**src/rtl/wdt_pkg.sv**
```systemverilog
package wdt_pkg;

  localparam int TC_W  = 16;
  localparam int CNT_W = TC_W + 1;

  localparam logic [15:0] SVC_KEY_A = 16'h556C;
  localparam logic [15:0] SVC_KEY_B = 16'hAA39;

  localparam logic [1:0] REG_CTRL  = 2'd0;
  localparam logic [1:0] REG_COUNT = 2'd1;
  localparam logic [1:0] REG_SVC   = 2'd2;
  localparam logic [1:0] REG_STAT  = 2'd3;

  typedef struct packed {
    logic [TC_W-1:0] tc;
    logic            frz;
    logic            en;
    logic            sel_rst;
    logic            pre;
  } wdt_cfg_t;

  // effective number of decrements for a programmed time count
  function automatic logic [CNT_W-1:0] reload_span(input logic [TC_W-1:0] tc);
    if (tc == '0) return {1'b1, {TC_W{1'b0}}};
    return {1'b0, tc};
  endfunction

  function automatic wdt_cfg_t cfg_from_word(input logic [31:0] w);
    wdt_cfg_t c;
    c.tc      = w[31:16];
    c.frz     = w[3];
    c.en      = w[2];
    c.sel_rst = w[1];
    c.pre     = w[0];
    return c;
  endfunction

  function automatic logic [31:0] word_from_cfg(input wdt_cfg_t c);
    return {c.tc, 12'h000, c.frz, c.en, c.sel_rst, c.pre};
  endfunction

endpackage

```
**src/rtl/wdt_cfg_reg.sv**
```systemverilog
module wdt_cfg_reg
  import wdt_pkg::*;
(
  input  logic        clk,
  input  logic        rst_n,
  input  logic        ctrl_wr,
  input  logic [31:0] ctrl_wdata,
  input  logic        stat_wr,
  input  logic        stat_clr,
  input  logic        rst_evt,
  output wdt_cfg_t    cfg,
  output logic        locked,
  output logic        start,
  output logic        sticky
);

  wdt_cfg_t incoming;
  assign incoming = cfg_from_word(ctrl_wdata);

  // first accepted write that turns the timer on
  assign start = ctrl_wr && !locked && incoming.en;

  always_ff @(posedge clk or negedge rst_n) begin
    if (!rst_n) begin
      cfg    <= '0;
      locked <= 1'b0;
    end else if (ctrl_wr && !locked) begin
      cfg    <= incoming;
      locked <= 1'b1;
    end
  end

  always_ff @(posedge clk or negedge rst_n) begin
    if (!rst_n)                 sticky <= 1'b0;
    else if (rst_evt)           sticky <= 1'b1;
    else if (stat_wr && stat_clr) sticky <= 1'b0;
  end

  a_r2_write_once: assert property (@(posedge clk) disable iff (!rst_n)
    locked |=> (locked && $stable(cfg)));

  a_r7_sticky_holds: assert property (@(posedge clk) disable iff (!rst_n)
    (sticky && !(stat_wr && stat_clr)) |=> sticky);

  a_r7_sticky_sets: assert property (@(posedge clk) disable iff (!rst_n)
    rst_evt |=> sticky);

endmodule

```
**src/rtl/wdt_key_seq.sv**
```systemverilog
module wdt_key_seq
  import wdt_pkg::*;
(
  input  logic        clk,
  input  logic        rst_n,
  input  logic        svc_wr,
  input  logic [15:0] svc_data,
  output logic        armed,
  output logic        reload
);

  logic hit_a, hit_b;
  assign hit_a = (svc_data == SVC_KEY_A);
  assign hit_b = (svc_data == SVC_KEY_B);

  assign reload = svc_wr && hit_b && armed;

  always_ff @(posedge clk or negedge rst_n) begin
    if (!rst_n)      armed <= 1'b0;
    else if (svc_wr) armed <= hit_a;
  end

  a_r4_arm_on_first_key: assert property (@(posedge clk) disable iff (!rst_n)
    (svc_wr && svc_data == SVC_KEY_A) |=> armed);

  a_r4_other_write_disarms: assert property (@(posedge clk) disable iff (!rst_n)
    (svc_wr && svc_data != SVC_KEY_A) |=> !armed);

  a_r4_idle_keeps_state: assert property (@(posedge clk) disable iff (!rst_n)
    !svc_wr |=> $stable(armed));

endmodule

```
**src/rtl/wdt_down_cnt.sv**
```systemverilog
module wdt_down_cnt
  import wdt_pkg::*;
#(
  parameter int PRESCALE_DIV = 65536
)(
  input  logic             clk,
  input  logic             rst_n,
  input  logic             run,
  input  logic             load,
  input  logic [CNT_W-1:0] load_val,
  input  logic             pre_en,
  input  logic             hold,
  input  logic             sel_rst,
  output logic [CNT_W-1:0] cnt,
  output logic             halted,
  output logic             tick,
  output logic             irq_p,
  output logic             rst_p
);

  logic active;
  assign active = run && !halted && !hold;

  generate
    if (PRESCALE_DIV > 1) begin : g_pre
      localparam int PW = $clog2(PRESCALE_DIV);
      localparam logic [PW-1:0] PRE_LAST = PW'(PRESCALE_DIV - 1);
      logic [PW-1:0] pre_q;
      logic          pre_wrap;
      assign pre_wrap = (pre_q == PRE_LAST);
      always_ff @(posedge clk or negedge rst_n) begin
        if (!rst_n)                 pre_q <= '0;
        else if (load && !halted)   pre_q <= '0;
        else if (active && pre_en)  pre_q <= pre_wrap ? '0 : pre_q + 1'b1;
      end
      assign tick = active && (!pre_en || pre_wrap);
    end else begin : g_nopre
      assign tick = active;
    end
  endgenerate

  logic expire;
  assign expire = tick && (cnt == CNT_W'(1));

  always_ff @(posedge clk or negedge rst_n) begin
    if (!rst_n) begin
      cnt    <= '0;
      halted <= 1'b0;
      irq_p  <= 1'b0;
      rst_p  <= 1'b0;
    end else begin
      irq_p <= 1'b0;
      rst_p <= 1'b0;
      if (halted) begin
        cnt <= cnt;
      end else if (load) begin
        cnt <= load_val;
      end else if (expire) begin
        if (sel_rst) begin
          rst_p  <= 1'b1;
          halted <= 1'b1;
          cnt    <= '0;
        end else begin
          irq_p <= 1'b1;
          cnt   <= load_val;
        end
      end else if (tick) begin
        cnt <= cnt - 1'b1;
      end
    end
  end

  a_r3_load_takes_span: assert property (@(posedge clk) disable iff (!rst_n)
    (load && !halted) |=> (cnt == $past(load_val)));

  a_r5_tick_steps_down: assert property (@(posedge clk) disable iff (!rst_n)
    (tick && !load && cnt > CNT_W'(1)) |=> (cnt == $past(cnt) - 1'b1));

  a_r8_hold_freezes: assert property (@(posedge clk) disable iff (!rst_n)
    (hold && !load) |=> $stable(cnt));

  a_r6_reset_pulse_single: assert property (@(posedge clk) disable iff (!rst_n)
    rst_p |=> !rst_p);

  a_r6_halt_is_final: assert property (@(posedge clk) disable iff (!rst_n)
    halted |=> (halted && $stable(cnt) && !irq_p));

  a_r6_one_action: assert property (@(posedge clk) disable iff (!rst_n)
    !(irq_p && rst_p));

endmodule

```
**src/rtl/keyed_wdt.sv**
```systemverilog
module keyed_wdt
  import wdt_pkg::*;
#(
  parameter int PRESCALE_DIV = 65536
)(
  input  logic        clk,
  input  logic        rst_n,
  input  logic        freeze_in,
  input  logic        bus_wr,
  input  logic [3:0]  bus_addr,
  input  logic [31:0] bus_wdata,
  output logic [31:0] bus_rdata,
  output logic        irq,
  output logic        rst_req
);

  logic [1:0] sel;
  assign sel = bus_addr[3:2];

  logic ctrl_wr, svc_wr, stat_wr;
  assign ctrl_wr = bus_wr && (sel == REG_CTRL);
  assign svc_wr  = bus_wr && (sel == REG_SVC);
  assign stat_wr = bus_wr && (sel == REG_STAT);

  wdt_cfg_t         cfg;
  logic             locked, start, sticky;
  logic             armed, key_reload;
  logic [CNT_W-1:0] cnt_val, load_val;
  logic             halted, tick, irq_p, rst_p;

  wdt_cfg_reg u_cfg (
    .clk        (clk),
    .rst_n      (rst_n),
    .ctrl_wr    (ctrl_wr),
    .ctrl_wdata (bus_wdata),
    .stat_wr    (stat_wr),
    .stat_clr   (bus_wdata[0]),
    .rst_evt    (rst_p),
    .cfg        (cfg),
    .locked     (locked),
    .start      (start),
    .sticky     (sticky)
  );

  wdt_key_seq u_keys (
    .clk      (clk),
    .rst_n    (rst_n),
    .svc_wr   (svc_wr),
    .svc_data (bus_wdata[15:0]),
    .armed    (armed),
    .reload   (key_reload)
  );

  logic svc_load, cnt_load, frozen;
  assign svc_load = key_reload && cfg.en;
  assign cnt_load = start || svc_load;
  assign frozen   = cfg.frz && freeze_in;
  // on the enabling write the stored word is not yet visible
  assign load_val = start ? reload_span(bus_wdata[31:16]) : reload_span(cfg.tc);

  wdt_down_cnt #(.PRESCALE_DIV(PRESCALE_DIV)) u_cnt (
    .clk      (clk),
    .rst_n    (rst_n),
    .run      (cfg.en),
    .load     (cnt_load),
    .load_val (load_val),
    .pre_en   (cfg.pre),
    .hold     (frozen),
    .sel_rst  (cfg.sel_rst),
    .cnt      (cnt_val),
    .halted   (halted),
    .tick     (tick),
    .irq_p    (irq_p),
    .rst_p    (rst_p)
  );

  always_comb begin
    unique case (sel)
      REG_CTRL:  bus_rdata = word_from_cfg(cfg);
      REG_COUNT: bus_rdata = {{(32-CNT_W){1'b0}}, cnt_val};
      REG_SVC:   bus_rdata = '0;
      default:   bus_rdata = {31'd0, sticky};
    endcase
  end

  assign irq     = irq_p;
  assign rst_req = rst_p;

  logic unused_bits;
  assign unused_bits = ^{bus_addr[1:0], bus_wdata[15:4], armed, locked, tick};

  a_r9_disabled_quiet: assert property (@(posedge clk) disable iff (!rst_n)
    !cfg.en |-> (cnt_val == '0 && !irq && !rst_req));

  a_r6_halt_blocks_service: assert property (@(posedge clk) disable iff (!rst_n)
    (halted && svc_load) |=> (cnt_val == '0));

endmodule

```
**config.mk**
```make
export PLATFORM = sky130hd
export DESIGN_NAME = keyed_wdt
export DESIGN_NICKNAME = d
export VERILOG_FILES = /design/src/rtl/wdt_pkg.sv /design/src/rtl/wdt_cfg_reg.sv /design/src/rtl/wdt_key_seq.sv /design/src/rtl/wdt_down_cnt.sv /design/src/rtl/keyed_wdt.sv
export SDC_FILE = /design/constraint.sdc
export NUM_CORES = 1
export LEC_CHECK = 0
export BUFFER_PORTS_ARGS = -buffer_cell sky130_fd_sc_hd__clkbuf_2
export CAP_MARGIN = 20
export CORE_ASPECT_RATIO = 1.5
export CORE_MARGIN = 2
export CORE_UTILIZATION = 55
export DETAILED_ROUTE_END_ITERATION = 7
export PLACE_DENSITY = 0.86
export SLEW_MARGIN = 20
export SYNTH_ARGS = -nofsm -noshare
export SYNTH_HDL_FRONTEND = slang
export SYNTH_HIERARCHICAL = 1
export SYNTH_SLANG_ARGS = --single-unit
```
**constraint.sdc**
```tcl
create_clock -name clk -period 3 [get_ports clk]
set_input_delay 0.45 -clock clk [delete_from_list [all_inputs] [get_ports clk]]
set_output_delay 0.45 -clock clk [all_outputs]
set_load 0.01 [all_outputs]
```
Word-level counts from Yosys, hierarchy flattened
Cells that the tools add are included.
- flip-flop bits (word level): 59
- input port bits: 40
- output and inout bits: 34
- logic and storage cells: 78
- $add $sub $neg: 2
- eq/ne operators: 7
- muxes and demuxes: 26
- bitwise operators: 1
- reduce and logical (&&, ||, !) cells: 29
- operators with widths (operator ; number):
    $mux 17 ; 9
    $pmux 32 s3 ; 1
    $mux 16 ; 3
    $eq 16x16->1 const B ; 2
    $logic_not 16->1 ; 2
    $eq 17x1->1 const B ; 1
    $sub 17x1->17 const B ; 1
    $add 16x1->16 const B ; 1
    $eq 16x15->1 const B ; 1
    $logic_and 1x1->1 ; 16
    $mux 1 ; 13
    $eq 2x2->1 const B ; 2
    $logic_not 1->1 ; 4
    $reduce_bool 2->1 ; 2
    $reduce_bool 3->1 ; 1
    $eq 2x1->1 const B ; 1
    $logic_not 2->1 ; 1
    $logic_or 1x1->1 ; 2
    $reduce_and 2->1 ; 1
    $not 1->1 ; 1

Logic depth before layout (Yosys ltp)
Gate-level depths: netlist of the first run.
- depth after elaboration: 8
- mapped depth: 16
- gate-level depth less buffers: 10

Modules after synthesis
Netlist of the first run, hierarchy kept.
- modules (own cells, without submodules) (module ; instances ; cells an instance ; area an instance (um^2) ; sequential area each (um^2)):
    wdt_down_cnt ; 1 ; 254 ; 2253.4 ; 900.9
    wdt_cfg_reg ; 1 ; 49 ; 914.6 ; 550.5
    keyed_wdt ; 1 ; 79 ; 613.1 ; 0.0
    wdt_key_seq ; 1 ; 14 ; 122.6 ; 25.0

Worst setup path after synthesis of the first run
OpenSTA, ideal clock, no wires.
- path type: input-to-reg
- start: input port bus_addr[3]
- end: register u_cnt.cnt[0]
- library setup time: 0.126 ns
- arrival time: 2.984 ns
- data required time: 2.874 ns
- slack: -0.110 ns
- stages: 14
- buffers on the path: 5
- cell sequence: buf_6 -> nor2_4 -> and2_1 -> nor2b_4 -> buf_8 -> and2_1 -> buf_6 -> buf_6 -> a21o_1 -> clkinv_1 -> nor2_1 -> o31ai_1 -> clkbuf_1 -> a221o_1
- elaborated cells between the ends (all ways): 16
- classes of those cells: eq/ne: 1; mux: 4; reduce/logical: 11
- RTL lines (item ; line ; text):
    start: declaration ; keyed_wdt.sv:10 ; input logic [3:0] bus_addr,
    $logic_not 2->1 * ; keyed_wdt.sv:21 ; assign ctrl_wr = bus_wr && (sel == REG_CTRL);
    $logic_and 1x1->1 * ; keyed_wdt.sv:21 ;
    via ctrl_wr ; keyed_wdt.sv:20 ; logic ctrl_wr, svc_wr, stat_wr;
    $logic_and 1x1->1 * (2 in series) ; wdt_cfg_reg.sv:21 ; assign start = ctrl_wr && !locked && incoming.en;
    via start ; keyed_wdt.sv:26 ; logic locked, start, sticky;
    $logic_or 1x1->1 * ; keyed_wdt.sv:56 ; assign cnt_load = start || svc_load;
    via cnt_load ; keyed_wdt.sv:54 ; logic svc_load, cnt_load, frozen;
    $reduce_bool 3->1 (no source line) ; -- ;
    $reduce_and 2->1 (no source line) ; -- ;
    end signal: assignment ; wdt_down_cnt.sv:55 ; cnt <= cnt;
    end signal: assignment ; wdt_down_cnt.sv:57 ; cnt <= load_val;
    end signal: assignment ; wdt_down_cnt.sv:65 ; cnt <= load_val;
    end: declaration ; wdt_down_cnt.sv:14 ; output logic [CNT_W-1:0] cnt,
Mark *: on every way through the listed nets, which the timed path passes. The rest lies on a longest branch.
A chain may end at the register's enable or synchronous reset.

Final worst setup path of the first run
- start: register u_cnt.g_pre.pre_q[0]
- end: register u_cnt.cnt[12]
- cells in the longest elaborated chain, start to end: 6
- elaborated cells between the ends (all ways): 8
- classes of those cells: eq/ne: 1; mux: 2; reduce/logical: 5
- ends and longest elaborated chain (item ; line ; text):
    start: declaration ; wdt_down_cnt.sv:28 ; logic [PW-1:0] pre_q;
    start signal: assignment ; wdt_down_cnt.sv:34 ; else if (active && pre_en) pre_q <= pre_wrap ? '0 : pre_q + 1'b1;
    $eq 16x16->1 * ; wdt_down_cnt.sv:30 ; assign pre_wrap = (pre_q == PRE_LAST);
    $logic_or 1x1->1 * ; wdt_down_cnt.sv:36 ; assign tick = active && (!pre_en || pre_wrap);
    $logic_and 1x1->1 * ; wdt_down_cnt.sv:36 ;
    $logic_and 1x1->1 ; wdt_down_cnt.sv:43 ; assign expire = tick && (cnt == CNT_W'(1));
    $reduce_bool 3->1 (no source line) / $mux 17 (equally long branches) ; -- ;
    $reduce_and 2->1 (no source line) / $mux 17 (equally long branches) ; -- ;
Every way passes the cells marked *; elsewhere a longest branch is shown, timed or not.

==> qor.yml, run 1 <==
fmax_ghz: 0.3819
slew_violations: 0
endpoint_kind: "flip-flop"
row_count: 37
cts_tree: "done"
ys_types: 67
power.clock.fraction_pct: 36.7
hold_violations: 0
synth_area_per_cell_um2: 9.858
power_frac_seq_pct: 47.1
ff2ff_path_depth: 6
wl_per_cell_um: 18.27
final_cells: 566
die_area_um2: 7802
clock-root-buffer: "clkbuf_8"
first_iter_violations: 276
ys_seq_area_share_pct: 37.82
grt_max_degree: 39
critPathKind: "flip-flop to flip-flop"
track_usage_pct: 27.39
die_y_um: 107.2
grt_pass1_wl_um: 16660
final.period_utilization_pct: 87.29
htree_levels: 3
cp.arrival_ns: 2.84
p_int_w: 0.001446
finalWirelength_um: 10340
gp_congestion: 0.9312
p_sw_w: 0.0005532
max_cap_violations: 0
final_area_um2: 4596
worstMarginPinSlew_ns: 0.6928
design.core.area_um2: 6852
min_period_ns: 2.619
io_buffer_count: 71
dp.cells: 550
hold_class: "primary input to asynchronous set/reset pin"
hold_buffers: 0
viasPerCell: 6.366
grt.overflow.total: 0
fin_nets: 526
synth-edff-count: 0
p_per_area_nw_per_um2: 435.1
synthArstFlopShare_pct: 100.0
syn-cell-area_um2: 3904
p_leak_nw: 2.112
final_layout_size_suffix_gt1_share_pct: 32.58
tns_ns: 0
rsz0062_at_grt: "false"
cts.clk_slew.worst_paths_ns: 0.07
cts-buffers-inserted: 9
crit_path_max_fanout: 10
synth_flop_cell: "dfrtp_1"
ios: 74
swShare_pct: 27.67
finalSetupViolCount: 0
drt_pass1_iterations: 5
finClkSkew_ns: 0.01071
die_width_um: 72.79
worstSetupStartpointType: "flip-flop"
max-slew-margin-rel_pct: 53.46
synth_cells: 396
antenna_found_initial: 0
worstSkewPairLatency_ns: 0.35
initial_core_util_pct: 56.98
cts_setup_buffers: 0
ys_ff_latch: 59
drc: 0
clock-sinks: 59
cp.required_ns: 3.22
ant_nets: 0
area_delta_synth_final_pct: 17.72
num_antenna_cells: 0
cts.repair.resized: 0
first_global_vias: 3684
cts_max_path_buffers: 2
place_area_um2: 4402
hpwl_um: 7572
yosysWarnings: 6
ir_worst_vdd_mv: 0.2091
holdWs_ns: 0.06745
status: "finished clean"
synth.net_count: 439
comb_power_share_pct: 16.1
vias: 3603
placed cells by master (no fill, tap or decap), drive strengths merged, types with 4 or more instances in the layout:
cell,Yosys,routed
o21ai,20,20
inv,13,13
xnor2,6,6
nor4,18,18
and2,30,30
a221o,8,8
o211ai,5,5
nand4,16,16
nor3,16,16
or2,4,4
mux2i,9,9
buf,11,23
clkinv,1,4
mux2,36,36
nor4b,4,4
nand3,10,10
nand2,21,21
a211o,4,4
a31oi,6,6
xor2,5,5
dfrtp,59,59
clkbuf,7,82
a21oi,10,10
or3,7,7
and3,4,4
nor2,25,25
nor2b,5,5
per-layer routing:
metal	up-vias	share of wire, %	global-route usage [%]
met2	149	53	48.90
met1	1752	38	29.04
met4	0	4.4	17.20
li1	1659	-	-
met3	43	5.0	4.417
met5	-	0	0
cells in the mapped netlist, drive strengths merged (2+ instances only):
library cell  count  area share [%]
xnor2             6             1.3
inv              13             1.3
or3               7             1.1
o221ai            2            0.45
nand4            16             2.7
and3              4            0.64
or2               4            0.64
o21ai            20             2.9
mux2i             9             2.3
a31oi             6            0.96
o211ai            5            0.96
dfrtp            59              38
or3b              2            0.45
nand3b            2            0.38
a21oi            10             1.3
nand2            21             2.0
nor3             16             2.2
a21o              3            0.58
nand3            10             1.3
nor2b             5             1.2
a221o             8             2.1
a211o             4            0.90
buf              11             2.8
and2             30             4.8
or4               2            0.38
nand2b            3            0.48
a2111oi           2            0.61
clkbuf            7            0.70
mux2             36              12
nor4b             4            0.90
xor2              5             1.1
nor3b             2            0.38
nor2             25             2.6
ha                3            0.96
nor4             18             3.2
final cells by class:
cell class / instances / area [um2]
clock inverter: 5 / 52.55
tap: 78 / 97.59
timing repair buffer: 94 / 528.0
fill: 540 / 2256
multi-input combinational: 305 / 2247
clock buffer: 11 / 141.4
inverter: 14 / 52.55
sequential: 59 / 1476
final timing paths:
kind	start	end	slack [ns]
min in group clk	bus_wdata[1]	u_cfg/cfg[1]$_DFFE_PN0P_	0.35
setup reg to reg	u_cnt/g_pre.pre_q[0]$_DFFE_PN0P_	u_cnt/cnt[12]$_DFFE_PN0P_	0.38
setup / recovery	u_cnt/g_pre.pre_q[0]$_DFFE_PN0P_	u_cnt/cnt[12]$_DFFE_PN0P_	0.38
hold / removal	rst_n	u_keys/armed$_DFFE_PN0P_	0.07
max in group asynchronous	rst_n	u_cnt/g_pre.pre_q[10]$_DFFE_PN0P_	2.03
hold reg to reg	u_cnt/rst_p$_DFF_PN0_	u_cfg/sticky$_DFFE_PN0P_	0.47
sequential cells by signal (all words and copies together), names as in the netlist:
register,cells
u_cfg/cfg,20
u_cfg/locked,1
u_cfg/sticky,1
u_cnt/cnt,17
u_cnt/g_pre.pre_q,16
u_cnt/halted,1
u_cnt/irq_p,1
u_cnt/rst_p,1
u_keys/armed,1
cell families (layout without fill, tap and decap cells):
family,count (synthesis),in the layout,share of synthesized area [%]
simple gates,176,176,26.67
xor+xnor,11,11,2.468
buf+inv,32,124,4.807
compound gates,70,70,12.76
mux,45,45,14.52
fa+ha+maj,3,3,0.9616
flops,59,59,37.82
worst max-delay path, cell delays in order, from the launching register on:
cell     delay [ns]
dfrtp_1        0.41
ha_1           0.24
nand4_1        0.14
or4_1          0.66
a211o_1        0.51
and3_1         0.24
o32a_1         0.28
through the flow:
| stage | utilization, % | total power (W) | setup slack, ns |
|---|---|---|---|
| global route | 67.07 | 0.002066 | 0.2757 |
| detailed placement | 64.24 | 0.001273 | 0.3339 |
| CTS | 67.07 | 0.002005 | 0.4094 |
| floorplan | - | 0.001139 | 0.05486 |
| finish | 67.07 | 0.002000 | 0.3813 |
| global placement | 64.24 | 0.001256 | 0.4123 |
power groups by stage:
| stage | sequential (W) | combinational, W | clock, W |
|---|---|---|---|
| floorplan | 0.000925 | 0.000214 | 0 |
| global placement | 0.000947 | 0.000309 | 0 |
| detailed placement | 0.000955 | 0.000318 | 0 |
| CTS | 0.000941 | 0.000321 | 0.000743 |
| global route | 0.000950 | 0.000348 | 0.000769 |
| finish | 0.000942 | 0.000323 | 0.000735 |
No activity file was read; power rests on OpenSTA's default activity.
==> run 2: changes to the inputs <==
- PLACE_DENSITY: 0.86 -> 0.79
==> qor.yml, run 2 (synthesized netlist as in run 1, its figures left out) <==
num_antenna_cells: 0  # unchanged
layout_commonest_cell: "clkbuf_2"  # unchanged
status: "finished clean"  # unchanged
ant_nets: 0  # unchanged
final_area_um2: 4574  # was 4596 um2
clock-root-buffer: "clkbuf_8"  # unchanged
final_cell_mix: "clkbuf_2, dfrtp_1, and2_1"  # unchanged
p_total_w: 0.001926  # was 0.002000 W
grt_max_degree: 32  # was 39
p_leak_nw: 2.097  # was 2.112 nW
cts.clk_slew.worst_paths_ns: 0.07  # about the same
initial_core_util_pct: 56.98  # unchanged
track_usage_pct: 27.24  # was 27.39%
final_layout_size_suffix_gt1_share_pct: 32.44  # was 32.58%
finalWirelength_um: 10160  # was 10340 um
hold_violations: 0  # unchanged
finClkSkew_ns: 0.007864  # was 0.01071 ns
clock-sinks: 59  # unchanged
slew_violations: 0  # unchanged
die_width_um: 72.79  # unchanged
cp.arrival_ns: 2.84  # about the same
tns_ns: 0  # unchanged
viasPerCell: 6.265  # was 6.366
critPathKind: "flip-flop to flip-flop"  # unchanged
max_cap_violations: 0  # unchanged
worst_r2r_endpoint: "u_cnt/cnt[12]$_DFFE_PN0P_"  # unchanged
first_iter_violations: 274  # was 276
p_per_area_nw_per_um2: 421.1  # was 435.1 nW/um2
fin_nets: 525  # was 526
r2r_start: "u_cnt/g_pre.pre_q[0]$_DFFE_PN0P_"  # unchanged
cts_setup_buffers: 0  # unchanged
r2r_setup_slack_ns: 0.39  # was 0.38 ns
cts-buffers-inserted: 9  # unchanged
io_buffer_count: 71  # unchanged
fmax_ghz: 0.3828  # was 0.3819 GHz
ff2ff_path_depth: 6  # unchanged
finalSetupViolCount: 0  # unchanged
drc: 0  # unchanged
first_global_vias: 3474  # was 3684
htree_levels: 3  # unchanged
final.period_utilization_pct: 87.09  # was 87.29%
crit_path_max_fanout: 10  # unchanged
comb_power_share_pct: 16.7  # was 16.1%
hold_class: "primary input to asynchronous set/reset pin"  # unchanged
grt.overflow.total: 0  # unchanged
hold_buffers: 0  # unchanged
design.core.area_um2: 6852  # unchanged
fillers: 571  # was 540
p_int_w: 0.001388  # was 0.001446 W
grt_pass1_wl_um: 16490  # was 16660 um
multiInputGateArea_um2: 2247  # unchanged
gp_congestion: 0.9300  # was 0.9312
cp.required_ns: 3.23  # was 3.22 ns
die_y_um: 107.2  # unchanged
worstSetupStartpointType: "flip-flop"  # unchanged
rsz0062_at_grt: "false"  # unchanged
min_period_ns: 2.613  # was 2.619 ns
worstMarginPinSlew_ns: 0.7043  # was 0.6928 ns
top_register: "u_cfg/cfg"  # unchanged
max-slew-margin-rel_pct: 52.73  # was 53.46%
p_sw_w: 0.0005390  # was 0.0005532 W
seq_area_um2: 1476  # unchanged
row_count: 37  # unchanged
worstSkewPairLatency_ns: 0.35  # about the same
antenna_found_initial: 0  # unchanged
cts_max_path_buffers: 2  # unchanged
power.clock.fraction_pct: 34.6  # was 36.7%
top_regs: "u_cfg/cfg: 20 flops, u_cnt/cnt: 17 flops, u_cnt/g_pre.pre_q: 16 flops"  # unchanged
hpwl_um: 7658  # was 7572 um
drt_pass1_iterations: 5  # unchanged
swShare_pct: 27.98  # was 27.67%
cts_tree: "done"  # unchanged
ir_worst_vdd_mv: 0.2840  # was 0.2091 mV
area_delta_synth_final_pct: 17.18  # was 17.72%
cts.repair.resized: 0  # unchanged
place_area_um2: 4394  # was 4402 um2
crit_start: "u_cnt/g_pre.pre_q[0]$_DFFE_PN0P_"  # unchanged
ios: 74  # unchanged
vias: 3540  # was 3603
die_area_um2: 7802  # unchanged
largest_register_ffs: 20  # unchanged
wl_per_cell_um: 17.98  # was 18.27 um
power_frac_seq_pct: 48.7  # was 47.1%
endpoint_kind: "flip-flop"  # unchanged
run 2: per-layer routing:
layer | global-route usage, % | share of wire (%) | vias up
met1 | 31.72 | 39 | 1688
met4 | 16.27 | 5.0 | 0
met2 | 45.91 | 51 | 155
met3 | 4.511 | 4.7 | 46
li1 | - | - | 1651
met5 | 0 | 0 | -
run 2: power by group through the flow:
| stage | Sequential [W] | Combinational (W) | Clock [W] |
|---|---|---|---|
| 2_1_floorplan | 0.000925 | 0.000214 | 0 |
| 3_3_place_gp | 0.000949 | 0.000312 | 0 |
| 3_5_place_dp | 0.000953 | 0.000319 | 0 |
| 4_1_cts | 0.000939 | 0.000321 | 0.000678 |
| 5_1_grt | 0.000950 | 0.000347 | 0.000709 |
| 6_report | 0.000939 | 0.000321 | 0.000667 |
run 2: through the flow:
stage	worst slack, ns	utilization, %	hold slack, ns	std cells
finish	0.3874	66.76	0.1195	565
global route	0.2666	66.76	0.1651	565
CTS	0.4235	66.76	0.1280	565
detailed placement	0.3217	64.13	0.4446	549
global placement	0.4013	64.13	0.4456	549
floorplan	0.05486	-	0.1544	396
run 2: worst max-delay path: stages (launching register included):
cell and delay, ns:
dfrtp_1 0.42, ha_1 0.25, nand4_1 0.13, or4_1 0.65
a211o_1 0.51, and3_1 0.25, o32a_1 0.28
run 2: area by class of cell:
cell class / count / share of cell area (%)
tap: 78 / 2.133
inverter: 14 / 1.149
multi-input combinational: 305 / 49.12
clock inverter: 4 / 0.5470
sequential: 59 / 32.28
clock buffer: 12 / 3.392
timing repair buffer: 93 / 11.38
run 2: how the worst max path moves through the flow:
stage / slack, ns / endpoint
4_1_cts: 0.42 / u_cnt/cnt[12]$_DFFE_PN0P_
5_1_grt: 0.27 / u_cnt/cnt[16]$_DFFE_PN0P_
6_report: 0.39 / u_cnt/cnt[12]$_DFFE_PN0P_
3_3_place_gp: 0.40 / u_cnt/g_pre.pre_q[7]$_DFFE_PN0P_
2_1_floorplan: 0.05 / u_cnt/cnt[0]$_DFFE_PN0P_
3_5_place_dp: 0.32 / u_cnt/g_pre.pre_q[11]$_DFFE_PN0P_
==> run 3: changes to the inputs <==
- BUFFER_PORTS_ARGS: -buffer_cell sky130_fd_sc_hd__clkbuf_2 -> unset
- CORE_ASPECT_RATIO: 1.5 -> 1.75
- DONT_BUFFER_PORTS: unset -> 1
- PLACE_DENSITY: 0.79 -> 0.7
==> qor.yml, run 3 (synthesized netlist as in run 1, its figures left out) <==
status: "finished clean"  # unchanged
place_area_um2: 4009  # was 4394 um2
r2r_start: "u_cnt/g_pre.pre_q[0]$_DFFE_PN0P_"  # unchanged
max_cap_violations: 0  # unchanged
finalSetupViolCount: 0  # unchanged
drc: 0  # unchanged
worstSkewPairLatency_ns: 0.34  # was 0.35 ns
critPathKind: "flip-flop to flip-flop"  # unchanged
cp.arrival_ns: 2.89  # was 2.84 ns
slew_violations: 0  # unchanged
r2r_setup_slack_ns: 0.38  # was 0.39 ns
viasPerCell: 6.539  # was 6.265
antenna_found_initial: 0  # unchanged
cts.clk_slew.worst_paths_ns: 0.06  # was 0.07 ns
gp_congestion: 0.9385  # was 0.9300
ios: 74  # unchanged
path_cells: "ha_1 > nand4_1 > or4_1 > a211o_1 > o21ai_4 > a221o_1"  # was ha_1 > nand4_1 > or4_1 > a211o_1 > and3_1 > o32a_1
crit_path_max_fanout: 10  # unchanged
grt_max_degree: 60  # was 32
p_per_area_nw_per_um2: 556.5  # was 421.1 nW/um2
die_area_um2: 7814  # was 7802 um2
worstMarginPinSlew_ns: 0.7331  # was 0.7043 ns
ant_nets: 0  # unchanged
fillers: 543  # was 571
max-slew-margin-rel_pct: 50.80  # was 52.73%
finClkSkew_ns: 0.006964  # was 0.007864 ns
largest_register_ffs: 20  # unchanged
worst_r2r_endpoint: "u_cnt/cnt[4]$_DFFE_PN0P_"  # was u_cnt/cnt[12]$_DFFE_PN0P_
finalWirelength_um: 10450  # was 10160 um
vias: 3250  # was 3540
ir_worst_vdd_mv: 0.3489  # was 0.2840 mV
cts_tree: "done"  # unchanged
io_buffer_count: 0  # was 71
critPathSlowestCell: "or4_1"  # unchanged
cts-buffers-inserted: 9  # unchanged
endpoint_kind: "flip-flop"  # unchanged
crit_start: "u_cnt/g_pre.pre_q[0]$_DFFE_PN0P_"  # unchanged
hold_violations: 0  # unchanged
tns_ns: 0  # unchanged
clock-root-buffer: "clkbuf_16"  # was clkbuf_8
seq_area_um2: 1476  # unchanged
num_antenna_cells: 0  # unchanged
cts_max_path_buffers: 2  # unchanged
design.core.area_um2: 6857  # was 6852 um2
p_leak_nw: 1.871  # was 2.097 nW
min_path_cells: 1
final.period_utilization_pct: 87.30  # was 87.09%
cts.repair.resized: 0  # unchanged
top_register: "u_cfg/cfg"  # unchanged
min_period_ns: 2.619  # was 2.613 ns
first_iter_violations: 317  # was 274
grt.overflow.total: 0  # unchanged
die_width_um: 67.69  # was 72.79 um
top_regs: "u_cfg/cfg: 20 flops, u_cnt/cnt: 17 flops, u_cnt/g_pre.pre_q: 16 flops"  # unchanged
final_area_um2: 4408  # was 4574 um2
clock-sinks: 59  # unchanged
initial_core_util_pct: 56.93  # was 56.98%
dp.cells: 479  # was 549
track_usage_pct: 28.96  # was 27.24%
area_delta_synth_final_pct: 12.92  # was 17.18%
final_layout_size_suffix_gt1_share_pct: 20.34  # was 32.44%
hold_start: "bus_wdata[22]"
row_count: 40  # was 37
hpwl_um: 7762  # was 7658 um
htree_levels: 3  # unchanged
final_cells: 497  # was 565
grt_pass1_wl_um: 16610  # was 16490 um
fmax_ghz: 0.3818  # was 0.3828 GHz
die_y_um: 115.5  # was 107.2 um
fin_nets: 451  # was 525
wl_per_cell_um: 21.03  # was 17.98 um
cts_setup_buffers: 0  # unchanged
cp.required_ns: 3.27  # was 3.23 ns
rsz0062_at_grt: "false"  # unchanged
min_to: "u_cfg/cfg[10]$_DFFE_PN0P_"
first_global_vias: 3293  # was 3474
layout_commonest_cell: "dfrtp_1"  # was clkbuf_2
slowest_delay_ns: 0.65  # about the same
final_cell_mix: "dfrtp_1, and2_1, nor2_1"  # was clkbuf_2, dfrtp_1, and2_1
ff2ff_path_depth: 6  # unchanged
worstSetupStartpointType: "flip-flop"  # unchanged
drt_pass1_iterations: 5  # unchanged
multiInputGateArea_um2: 2247  # unchanged
hold_class: "primary input to flip-flop"  # was primary input to asynchronous set/reset pin
-- run 3: cell types whose count changed in the layout (fill, tap and decap cells not counted), sizes merged --
| cell | delta |
|---|---|
| bufinv | +3 |
| clkbuf | -71 |
| clkinv | -1 |
| buf | -4 |
| clkinvlp | -2 |
| dlygate4sd3 | +1 |
-- run 3: per-layer routing --
metal / track usage, % / vias to the layer above / share of wire [%]
li1: - / 1500 / -
met1: 30.77 / 1607 / 36
met2: 52.09 / 117 / 55
met3: 5.437 / 26 / 5.2
met4: 15.51 / 0 / 3.3
met5: 0 / - / 0
-- run 3: power breakdown --
part	total, W	internal, W	leakage [nW]	switching (W)
registers	0.000943	0.000861	0.760	0.0000824
clock network	0.00124	0.000877	0.179	0.000366
logic	0.000267	0.000156	0.932	0.000111
-- run 3: worst max path at each step --
stage	to
3_3_place_gp	u_cnt/cnt[12]$_DFFE_PN0P_
5_1_grt	u_cnt/cnt[4]$_DFFE_PN0P_
4_1_cts	u_cnt/cnt[12]$_DFFE_PN0P_
3_5_place_dp	u_cnt/cnt[1]$_DFFE_PN0P_
6_report	u_cnt/cnt[4]$_DFFE_PN0P_
2_1_floorplan	u_cnt/cnt[0]$_DFFE_PN0P_
-- run 3: timing repair --
item / CTS / global route
endpoints found under the hold margin: 59 / 0
hold buffers: 2 / 0
setup endpoints to repair: 0 / 0
-- run 3: cell type report --
class | instances | share of cell area, %
clock buffer | 12 | 6.046
clock inverter | 4 | 2.157
inverter | 14 | 1.192
multi-input combinational | 305 | 50.98
sequential | 59 | 33.49
tap | 84 | 2.384
timing repair buffer | 19 | 3.747
-- run 3: worst max-delay path: cells and delay by family (launching register included) --
kind,cells,cell delay [ns]
AOI/OAI and AO/OA,3,1.08
and+or+nand+nor,2,0.79
DFF,1,0.41
adders and majority gates,1,0.27
-- run 3: metrics by stage --
step / setup WS, ns / total power [W] / util (%) / hold slack (ns)
finish: 0.3809 / 0.002453 / 64.29 / 0.2559
global route: 0.3074 / 0.002543 / 64.29 / 0.2499
CTS: 0.3987 / 0.002468 / 64.29 / 0.2524
detailed placement: 0.3043 / 0.001199 / 58.47 / 0.1556
global placement: 0.3480 / 0.001186 / 58.47 / 0.1562
floorplan: 0.05486 / 0.001139 / - / 0.1544
